===== src/rtl/spi_flash_pkg.sv =====
package spi_flash_pkg;

    localparam logic [7:0] OP_WRSR  = 8'h01;
    localparam logic [7:0] OP_PP    = 8'h02;
    localparam logic [7:0] OP_READ  = 8'h03;
    localparam logic [7:0] OP_WRDI  = 8'h04;
    localparam logic [7:0] OP_RDSR  = 8'h05;
    localparam logic [7:0] OP_WREN  = 8'h06;
    localparam logic [7:0] OP_RSTEN = 8'h66;
    localparam logic [7:0] OP_RST   = 8'h99;
    localparam logic [7:0] OP_RDID  = 8'h9F;
    localparam logic [7:0] OP_EN4B  = 8'hB7;
    localparam logic [7:0] OP_CE    = 8'hC7;
    localparam logic [7:0] OP_SE    = 8'hD8;

    typedef enum logic [2:0] {
        S_CMD,
        S_WRSR_DATA,
        S_STAT_RD,
        S_ID_RD,
        S_ADDR,
        S_PGM_DATA,
        S_RD_DATA,
        S_SKIP
    } fsm_state_t;

    typedef enum logic [1:0] {
        K_READ,
        K_PGM,
        K_SERASE
    } addr_kind_t;

    typedef struct packed {
        logic op;       // an opcode byte was taken
        logic wren;
        logic wrdi;
        logic en4b;
        logic rst_en;
        logic rst;      // armed reset executes
        logic wrsr;     // status data byte taken
        logic pe_take;  // program/erase granted, consumes latch
    } stat_ev_t;

endpackage


===== src/rtl/spi_status_reg.sv =====
module spi_status_reg
    import spi_flash_pkg::*;
(
    input  logic     clk,
    input  logic     rst_n,
    input  stat_ev_t ev,
    input  logic [7:0] wrsr_data,
    input  logic     wp_n,
    output logic     wel,
    output logic     four_byte,
    output logic     rst_armed,
    output logic [7:0] status_byte
);
    localparam int FIELD_W = 6;

    logic [FIELD_W-1:0] field_q;
    logic               locked;
    logic               wrsr_ok;

    assign locked  = !wp_n && field_q[FIELD_W-1];
    assign wrsr_ok = ev.wrsr && wel && !locked;

    always_ff @(posedge clk or negedge rst_n) begin
        if (!rst_n) begin
            wel       <= 1'b0;
            four_byte <= 1'b0;
            rst_armed <= 1'b0;
            field_q   <= '0;
        end else begin
            if (ev.op)
                rst_armed <= ev.rst_en;
            if (ev.wren)
                wel <= 1'b1;
            else if (ev.wrdi || ev.pe_take || wrsr_ok || ev.rst)
                wel <= 1'b0;
            if (ev.en4b)
                four_byte <= 1'b1;
            else if (ev.rst)
                four_byte <= 1'b0;
            if (wrsr_ok)
                field_q <= wrsr_data[7:2];
        end
    end

    assign status_byte = {field_q, wel, 1'b0};

    assert_wren_sets_R1: assert property (@(posedge clk) disable iff (!rst_n)
        ev.wren |=> wel);
    assert_wrdi_clears_R1: assert property (@(posedge clk) disable iff (!rst_n)
        ev.wrdi |=> !wel);
    assert_locked_write_ignored_R5: assert property (@(posedge clk) disable iff (!rst_n)
        (ev.wrsr && !wp_n && field_q[FIELD_W-1]) |=> $stable(field_q));
    assert_wrsr_needs_wel_R5: assert property (@(posedge clk) disable iff (!rst_n)
        (ev.wrsr && !wel) |=> $stable(field_q) && !wel);
    assert_reset_keeps_field_R7: assert property (@(posedge clk) disable iff (!rst_n)
        ev.rst |=> !wel && !four_byte && $stable(field_q));
    assert_grant_consumes_R10: assert property (@(posedge clk) disable iff (!rst_n)
        ev.pe_take |=> !wel);

endmodule


===== src/rtl/spi_cmd_fsm.sv =====
module spi_cmd_fsm
    import spi_flash_pkg::*;
#(
    parameter int ADDR_W   = 32,
    parameter int ID_BYTES = 3
) (
    input  logic              clk,
    input  logic              rst_n,
    input  logic              cs_n,
    input  logic              rx_valid,
    input  logic [7:0]        rx_byte,
    input  logic              wel,
    input  logic              four_byte,
    input  logic              rst_armed,
    output fsm_state_t        state,
    output logic [$clog2(ID_BYTES+1)-1:0] id_idx,
    output stat_ev_t          ev,
    output logic              wr_allow,
    output logic              read_active,
    output logic              erase_req,
    output logic              erase_all,
    output logic [ADDR_W-1:0] op_addr
);
    localparam int IDX_W = $clog2(ID_BYTES+1);

    fsm_state_t nxt;
    addr_kind_t kind_q;
    logic [2:0] addr_len_q;
    logic [2:0] addr_cnt_q;
    logic       take;
    logic       addr_last;
    logic       is_pe_op;

    assign take      = rx_valid && !cs_n;
    assign addr_last = (addr_cnt_q == addr_len_q - 3'd1);
    assign is_pe_op  = (rx_byte == OP_PP) || (rx_byte == OP_SE) || (rx_byte == OP_CE);

    // state register
    always_ff @(posedge clk or negedge rst_n) begin
        if (!rst_n) state <= S_CMD;
        else        state <= nxt;
    end

    // next state
    always_comb begin
        nxt = state;
        if (cs_n) begin
            nxt = S_CMD;
        end else if (rx_valid) begin
            unique case (state)
                S_CMD: begin
                    case (rx_byte)
                        OP_RDSR:  nxt = S_STAT_RD;
                        OP_WRSR:  nxt = S_WRSR_DATA;
                        OP_RDID:  nxt = S_ID_RD;
                        OP_READ:  nxt = S_ADDR;
                        OP_PP, OP_SE: nxt = wel ? S_ADDR : S_SKIP;
                        OP_WREN, OP_WRDI, OP_EN4B,
                        OP_RSTEN, OP_RST, OP_CE: nxt = S_CMD;
                        default:  nxt = S_SKIP;
                    endcase
                end
                S_WRSR_DATA: nxt = S_CMD;
                S_ADDR: begin
                    if (addr_last) begin
                        unique case (kind_q)
                            K_READ:   nxt = S_RD_DATA;
                            K_PGM:    nxt = S_PGM_DATA;
                            default:  nxt = S_SKIP;
                        endcase
                    end
                end
                S_STAT_RD, S_ID_RD, S_PGM_DATA, S_RD_DATA, S_SKIP: nxt = state;
            endcase
        end
    end

    // events towards the status register
    always_comb begin
        ev = '0;
        if (take) begin
            if (state == S_CMD) begin
                ev.op      = 1'b1;
                ev.wren    = (rx_byte == OP_WREN);
                ev.wrdi    = (rx_byte == OP_WRDI);
                ev.en4b    = (rx_byte == OP_EN4B);
                ev.rst_en  = (rx_byte == OP_RSTEN);
                ev.rst     = (rx_byte == OP_RST) && rst_armed;
                ev.pe_take = is_pe_op && wel;
            end else if (state == S_WRSR_DATA) begin
                ev.wrsr = 1'b1;
            end
        end
    end

    // operation datapath registers
    always_ff @(posedge clk or negedge rst_n) begin
        if (!rst_n) begin
            kind_q     <= K_READ;
            addr_len_q <= 3'd3;
            addr_cnt_q <= '0;
            op_addr    <= '0;
            id_idx     <= '0;
            erase_req  <= 1'b0;
            erase_all  <= 1'b0;
        end else begin
            erase_req <= 1'b0;
            if (take && state == S_CMD) begin
                id_idx     <= '0;
                addr_cnt_q <= '0;
                addr_len_q <= four_byte ? 3'd4 : 3'd3;
                case (rx_byte)
                    OP_PP:   kind_q <= K_PGM;
                    OP_SE:   kind_q <= K_SERASE;
                    default: kind_q <= K_READ;
                endcase
                if (rx_byte == OP_READ || rx_byte == OP_PP || rx_byte == OP_SE)
                    op_addr <= '0;
                if (rx_byte == OP_CE && wel) begin
                    erase_req <= 1'b1;
                    erase_all <= 1'b1;
                    op_addr   <= '0;
                end
            end else if (take && state == S_ADDR) begin
                op_addr    <= {op_addr[ADDR_W-9:0], rx_byte};
                addr_cnt_q <= addr_cnt_q + 3'd1;
                if (addr_last && kind_q == K_SERASE) begin
                    erase_req <= 1'b1;
                    erase_all <= 1'b0;
                end
            end else if (take && state == S_ID_RD && id_idx < IDX_W'(ID_BYTES)) begin
                id_idx <= id_idx + 1'b1;
            end
        end
    end

    // outputs
    always_comb begin
        wr_allow    = (state == S_PGM_DATA);
        read_active = (state == S_RD_DATA);
    end

    assert_frame_end_R3: assert property (@(posedge clk) disable iff (!rst_n)
        cs_n |=> (state == S_CMD) && !wr_allow && !read_active);
    assert_grants_exclusive_R11: assert property (@(posedge clk) disable iff (!rst_n)
        $onehot0({wr_allow, read_active, erase_req}));
    assert_erase_single_pulse_R11: assert property (@(posedge clk) disable iff (!rst_n)
        erase_req |=> !erase_req);
    assert_reject_pe_R12: assert property (@(posedge clk) disable iff (!rst_n)
        (take && state == S_CMD && is_pe_op && !wel) |=> !erase_req && state != S_ADDR);

endmodule


===== src/rtl/spi_tx_mux.sv =====
module spi_tx_mux
    import spi_flash_pkg::*;
#(
    parameter int ID_BYTES = 3,
    parameter logic [8*ID_BYTES-1:0] ID_CODE = '0
) (
    input  fsm_state_t state,
    input  logic [$clog2(ID_BYTES+1)-1:0] id_idx,
    input  logic [7:0] status_byte,
    output logic [7:0] tx_byte
);
    logic [7:0] id_byte;

    always_comb begin
        id_byte = 8'h00;
        for (int i = 0; i < ID_BYTES; i++) begin
            if (int'(id_idx) == i)
                id_byte = ID_CODE[8*(ID_BYTES-1-i) +: 8];
        end
    end

    always_comb begin
        unique case (state)
            S_STAT_RD: tx_byte = status_byte;
            S_ID_RD:   tx_byte = id_byte;
            S_CMD, S_WRSR_DATA, S_ADDR, S_PGM_DATA, S_RD_DATA, S_SKIP:
                       tx_byte = 8'hFF;
        endcase
    end

endmodule


===== src/rtl/spi_flash_status_ctl.sv =====
module spi_flash_status_ctl
    import spi_flash_pkg::*;
#(
    parameter int ADDR_W   = 32,
    parameter int ID_BYTES = 3,
    parameter logic [8*ID_BYTES-1:0] ID_CODE = 24'h5AA53C
) (
    input  logic              clk,
    input  logic              rst_n,
    input  logic              cs_n,
    input  logic              rx_valid,
    input  logic [7:0]        rx_byte,
    input  logic              wp_n,
    output logic [7:0]        tx_byte,
    output logic              wr_allow,
    output logic              read_active,
    output logic              erase_req,
    output logic              erase_all,
    output logic [ADDR_W-1:0] op_addr
);
    fsm_state_t state;
    stat_ev_t   ev;
    logic       wel, four_byte, rst_armed;
    logic [7:0] status_byte;
    logic [$clog2(ID_BYTES+1)-1:0] id_idx;

    spi_cmd_fsm #(.ADDR_W(ADDR_W), .ID_BYTES(ID_BYTES)) u_fsm (
        .clk(clk), .rst_n(rst_n), .cs_n(cs_n), .rx_valid(rx_valid),
        .rx_byte(rx_byte), .wel(wel), .four_byte(four_byte),
        .rst_armed(rst_armed), .state(state), .id_idx(id_idx), .ev(ev),
        .wr_allow(wr_allow), .read_active(read_active),
        .erase_req(erase_req), .erase_all(erase_all), .op_addr(op_addr)
    );

    spi_status_reg u_stat (
        .clk(clk), .rst_n(rst_n), .ev(ev), .wrsr_data(rx_byte), .wp_n(wp_n),
        .wel(wel), .four_byte(four_byte), .rst_armed(rst_armed),
        .status_byte(status_byte)
    );

    spi_tx_mux #(.ID_BYTES(ID_BYTES), .ID_CODE(ID_CODE)) u_tx (
        .state(state), .id_idx(id_idx), .status_byte(status_byte),
        .tx_byte(tx_byte)
    );

endmodule


===== config.mk =====
export PLATFORM = sky130hd
export DESIGN_NAME = spi_flash_status_ctl
export DESIGN_NICKNAME = d
export VERILOG_FILES = /design/src/rtl/spi_flash_pkg.sv /design/src/rtl/spi_status_reg.sv /design/src/rtl/spi_cmd_fsm.sv /design/src/rtl/spi_tx_mux.sv /design/src/rtl/spi_flash_status_ctl.sv
export SDC_FILE = /design/constraint.sdc
export NUM_CORES = 1
export LEC_CHECK = 0
export BUFFER_PORTS_ARGS = -buffer_cell sky130_fd_sc_hd__buf_2
export CAP_MARGIN = 25
export CORE_UTILIZATION = 42
export CTS_CLUSTER_DIAMETER = 50
export DETAILED_ROUTE_END_ITERATION = 8
export GPL_TIMING_DRIVEN = 0
export PLACE_DENSITY = 0.75
export SLEW_MARGIN = 20
export SYNTH_ARGS = -nofsm -noshare
export SYNTH_HDL_FRONTEND = slang
export SYNTH_SLANG_ARGS = --single-unit

===== constraint.sdc =====
create_clock -name clk -period 2.1 [get_ports clk]
set_input_delay 0.21 -clock clk [delete_from_list [all_inputs] [get_ports clk]]
set_output_delay 0.21 -clock clk [all_outputs]
set_load 0.005 [all_outputs]

# After elaboration in Yosys (flattened, before gate mapping)
# Index checks and enable logic that the tools add are counted.
# word_totals
wordCells	123
input_bits	13
ff_bits	56
# op_classes
n_mux	39
reduce_logical	39
magnitude_cmp	1
n_eq_ne	29
n_addsub	3
# op_table
operator	count
$mux W32	4
$eq A8 B8 Y1 const B	5
$eq A8 B3 Y1 const B	3
$mux W8	3
$pmux W8 S3	1
$mux W3	6
$pmux W3 S6	1
$eq A8 B2 Y1 const B	2
$mux W1	15
$eq A3 B3 Y1 const B	4
$logic_and A1 B1 Y1	12
$reduce_bool A2 Y1	6
$reduce_or A6 Y1	2
$pmux W3 S3	1
$eq A8 B1 Y1 const B	1
$eq A8 B7 Y1 const B	1
$mux W2	4
$pmux W2 S2	2
$logic_or A1 B1 Y1	7
$mux W7	1
$eq A2 B2 Y1 const B	3
$eq A3 B2 Y1 const B	2
$mux W6	1
$reduce_and A3 Y1	2
other kinds (17)	22

# Depth between registers and ports, before layout
# depth
depth_word	12
depth_mapped	7
depth_no_buf	5

# By module
# Synthesis repeated with hierarchy kept, for this count alone.
# hier_totals
hier_cells	252
hier_area_um2	2791.4
# by_module_without_submodules
mod	n_inst	cells_each	area_per_inst_um2
spi_cmd_fsm	1	196	2182.1
spi_status_reg	1	28	380.4
spi_tx_mux	1	28	229.0

# Least setup slack after synthesis
# OpenSTA, ideal clock, no wires.
# synth_path
path_kind	reg-to-reg
startpoint	register u_fsm.state[0]
endpoint	register u_fsm.op_addr[7]
setup_slack_ps	60
required_time_ps	1979
stages_incl_launch_ff	8
path_buffers	2
setup_ps	121
period_less_slack_ps	2040
t_arrival_ps	1919
path_cell_list	dfrtp_1 buf_2 nor4b_4 nand2_1 or4_4 o211a_2 buf_6 a22o_1
# synth_between
elab_chain_cells	4
# synth_rtl
element	line_no	source
start: declaration	spi_cmd_fsm.sv:15	output fsm_state_t state,
start signal: assignment	spi_cmd_fsm.sv:41	else state <= nxt;
$logic_not A3 Y1 or $eq A3 B3 Y1 (tied branches)	spi_cmd_fsm.sv:108, spi_cmd_fsm.sv:124	
$logic_and A1 B1 Y1 (on tied branches)	spi_cmd_fsm.sv:108, spi_cmd_fsm.sv:124	
$ne A3 B3 Y1 (no source line) or $reduce_bool A2 Y1 (tied branches)	--	
$reduce_and A2 Y1 (no source line)	--	
end signal: assignment	spi_cmd_fsm.sv:125	op_addr <= {op_addr[ADDR_W-9:0], rx_byte};
end: declaration	spi_cmd_fsm.sv:22	output logic [ADDR_W-1:0] op_addr
# Parallel ways exist; a longest one is shown, timed or not.
# A chain may end at the register's enable or synchronous reset.

# Worst setup path in the final report
# layout_path
startpoint	register u_fsm.state[1]
endpoint	register u_fsm.op_addr[3]
# The elaborated chain is that of the path after synthesis.

==> flow_metrics.env <==
export IMPL_ys_ff_latch=55
export IMPL_syn_cell_area_um2=2676
export IMPL_vias=2259
export IMPL_antenna_cells=0
export IMPL_path_buf_inv=2
export IMPL_crit_path_max_fanout=8
export IMPL_synth_edff_count=0
export IMPL_synth_ff_type="dfrtp_1"
export IMPL_critPathSlowestCell="or4_4"
export IMPL_grt_max_degree=56
export IMPL_synthesis_nets=273
export IMPL_grt_pass1_vias=2056
export IMPL_cts_sinks=55
export IMPL_hold_viol=0
export IMPL_startpoint_type="register"
export IMPL_tightest_slew_ps=690.2
export IMPL_gp_congestion=0.8976
export IMPL_hold_path_class="primary input to register"
export IMPL_vdd_drop_max_uv=736.5
export IMPL_setup_viol=30
export IMPL_fin_ws_ps=-61.66
export IMPL_overflow=0
export IMPL_pwr_density_cell_nw_per_um2=1007
export IMPL_die_w_um=81.83
export IMPL_grt_pass1_wl_um=10360
export IMPL_io_pins=57
export IMPL_htree_levels=2
export IMPL_dpl_hpwl_um=4544
export IMPL_initial_core_util_pct=44.41
export IMPL_rsz0062_at_grt="yes"
export IMPL_synthDistinctLibCells=47
export IMPL_area_growth_pct=22.63
export IMPL_first_pass_iters=4
export IMPL_core_area_um2=6026
export IMPL_std_cell_rows=28
export IMPL_wl_um=6540
export IMPL_drv_slew=0
export IMPL_final_antenna_net_count=0
export IMPL_drive_above_1_share_pct=27.74
export IMPL_skew_ps=9.330
export IMPL_root_buffer="clkbuf_8"
export IMPL_period_needed_ps=2162
export IMPL_drt_iter0_drc=173
export IMPL_synth_seq_area_share_pct=51.47
export IMPL_cap_viol_max_count=0
export IMPL_period_share_pct=102.9
export IMPL_antenna_found_initial=0
export IMPL_path_delay_family="simple AND/OR/NAND/NOR gates"
export IMPL_violations="setup timing"
export IMPL_yosysWarnings=0
export IMPL_die_h_um=81.83
export IMPL_slew_headroom_pct=53.98
export IMPL_critical_path_max_stage_delay_ps=540
export IMPL_post_route_util_pct=54.46
export IMPL_cts_buffer_depth=2
export IMPL_required_ps=2320
export IMPL_grt_use_total_pct=20.38
export IMPL_cts_buffers=5
export IMPL_design_die_area_um2=6695
export IMPL_clk_latency_ps=320
export IMPL_port_buffers=56
export IMPL_via_per_inst=5.605
export IMPL_pre_cts_slack_ps=-148.0
export IMPL_fin_nets=345
export IMPL_tritoncts="built"
export IMPL_clkTransAtPathRegs_ps=110
export IMPL_synth_avg_cell_area_um2=10.50
export IMPL_synth_cells=255
export IMPL_end_kind="register"
export IMPL_synthArstFlopShare_pct=100.0
export IMPL_critPathKind="register to register"
export IMPL_fmax_mhz=462.6
export IMPL_post_drt_wl_per_cell_um=16.23
export IMPL_path_cells="buf_6, nor4b_4, nand2_1, or4_4, o211a_4, clkbuf_16, a22o_1"
export IMPL_crit_arrival_ps=2380
export IMPL_run_status="complete, but fails checks"
export IMPL_p_leak_nw=1.616
export IMPL_drc=0
==> layout by cell type (no fill, tap or decap), drive strengths merged, types with 2 or more instances in the layout <==
| master | instances |
|---|---|
| o21ai | 17 |
| nor3b | 3 |
| or4b | 3 |
| nor2b | 4 |
| or3 | 3 |
| xnor2 | 3 |
| a31oi | 3 |
| dfrtp | 54 |
| nand3 | 5 |
| nand4b | 5 |
| nand4 | 3 |
| inv | 11 |
| nand3b | 3 |
| and3 | 2 |
| nand2 | 28 |
| a21oi | 7 |
| or4 | 2 |
| nor2 | 13 |
| nor3 | 7 |
| clkbuf | 17 |
| a22o | 35 |
| ha | 5 |
| buf | 70 |
| mux2 | 2 |
| mux2i | 3 |
==> stage by stage <==
step | cells | total power, mW | hold slack (ps) | TNS (ps) | instance area (µm²)
CTS | 397 | 3.290 | 179.0 | 0 | 3181
floorplan | 255 | 2.181 | -85.59 | 0 | 2676
global placement | 386 | 2.622 | 448.7 | -3230 | 3050
finish | 403 | 3.303 | 183.6 | -1132 | 3282
global route | 403 | 3.546 | 197.3 | -2821 | 3282
detailed placement | 386 | 2.659 | 307.8 | -3743 | 3053
==> sequential cells by signal, indices dropped and copies added, names as in the netlist <==
register          cells
u_stat.rst_armed      1
u_fsm.addr_len_q      2
u_fsm.addr_cnt_q      3
u_fsm.erase_req       1
u_stat.field_q        6
u_fsm.state           3
u_stat.four_byte      1
u_fsm.kind_q          2
u_fsm.id_idx          2
u_fsm.op_addr        32
u_stat.wel            1
u_fsm.erase_all       1
==> cells in the mapped netlist (2+ instances only) <==
| library cell | n | area (µm²) |
|---|---|---|
| nand3_1 | 5 | 25.02 |
| a31oi_1 | 3 | 18.77 |
| clkbuf_1 | 10 | 37.54 |
| mux2_2 | 2 | 22.52 |
| nor3b_1 | 3 | 22.52 |
| and3_1 | 2 | 12.51 |
| nand4_1 | 3 | 18.77 |
| or4b_1 | 2 | 20.02 |
| a22o_1 | 35 | 306.5 |
| mux2i_1 | 3 | 30.03 |
| nand4b_1 | 5 | 43.79 |
| dfrtp_1 | 54 | 1351 |
| nor2b_1 | 4 | 25.02 |
| nor3_1 | 7 | 35.03 |
| ha_1 | 5 | 62.56 |
| a21oi_1 | 7 | 35.03 |
| nand2_1 | 28 | 105.1 |
| xnor2_1 | 3 | 26.28 |
| or3_1 | 3 | 18.77 |
| buf_2 | 5 | 25.02 |
| inv_1 | 9 | 33.78 |
| buf_6 | 3 | 33.78 |
| nor2_1 | 13 | 48.80 |
| nand3b_1 | 3 | 22.52 |
| o21ai_0 | 16 | 80.08 |
==> metal layers <==
metal  share of wire, %  wire, µm  global-route usage [%]  up-vias
li1                   -         -                       -     1082
met1                 46      3040                   29.77     1113
met2                 48      3161                   30.33       57
met3                4.1       266                   4.556        7
met4                1.1        71                   5.263        0
met5                  0         0                       0        -
==> final timing paths <==
kind	start	to	slack [ps]	cells past startpoint
max in group asynchronous	rst_n	u_fsm.state[2]	1180	2
min	cs_n	u_fsm.state[2]	180	2
min in group asynchronous	rst_n	u_fsm.op_addr[27]	460	2
max reg2reg	u_fsm.state[1]	u_fsm.op_addr[3]	-60	7
max	u_fsm.state[1]	u_fsm.op_addr[3]	-60	7
min reg2reg	u_stat.four_byte	u_fsm.addr_len_q[1]	480	1
==> what timing repair did <==
item                       4_1_cts  5_1_grt
hold buffers                     1        0
pin swaps                        2        4
hold endpoints to repair        54        0
setup buffers                    2        4
cloned                           0        2
setup endpoints to repair       31       40
resized for setup                2        7
==> area by class of cell <==
class | count | area (µm²)
Fill cell | 574 | 2744
Sequential cell | 55 | 1378
Multi-Input combinational cell | 172 | 1182
Timing Repair Buffer | 65 | 387.9
Buffer | 18 | 110.1
Tap cell | 75 | 93.84
Clock buffer | 5 | 68.82
Inverter | 10 | 37.54
Clock inverter | 3 | 23.77
==> power breakdown <==
| part | switching (mW) | internal, mW |
|---|---|---|
| clock | 0.373 | 0.242 |
| sequential | 0.241 | 1.41 |
| combinational | 0.496 | 0.543 |
| total | 1.11 | 2.19 |
==> cell families after synthesis <==
group           synth area share (%)
flops                          51.47
fa+ha+maj                      2.338
buf+inv                        5.002
mux                            1.964
compound gates                 20.10
xor+xnor                      0.9819
simple gates                   18.14
(Power assumes the default switching activity.)
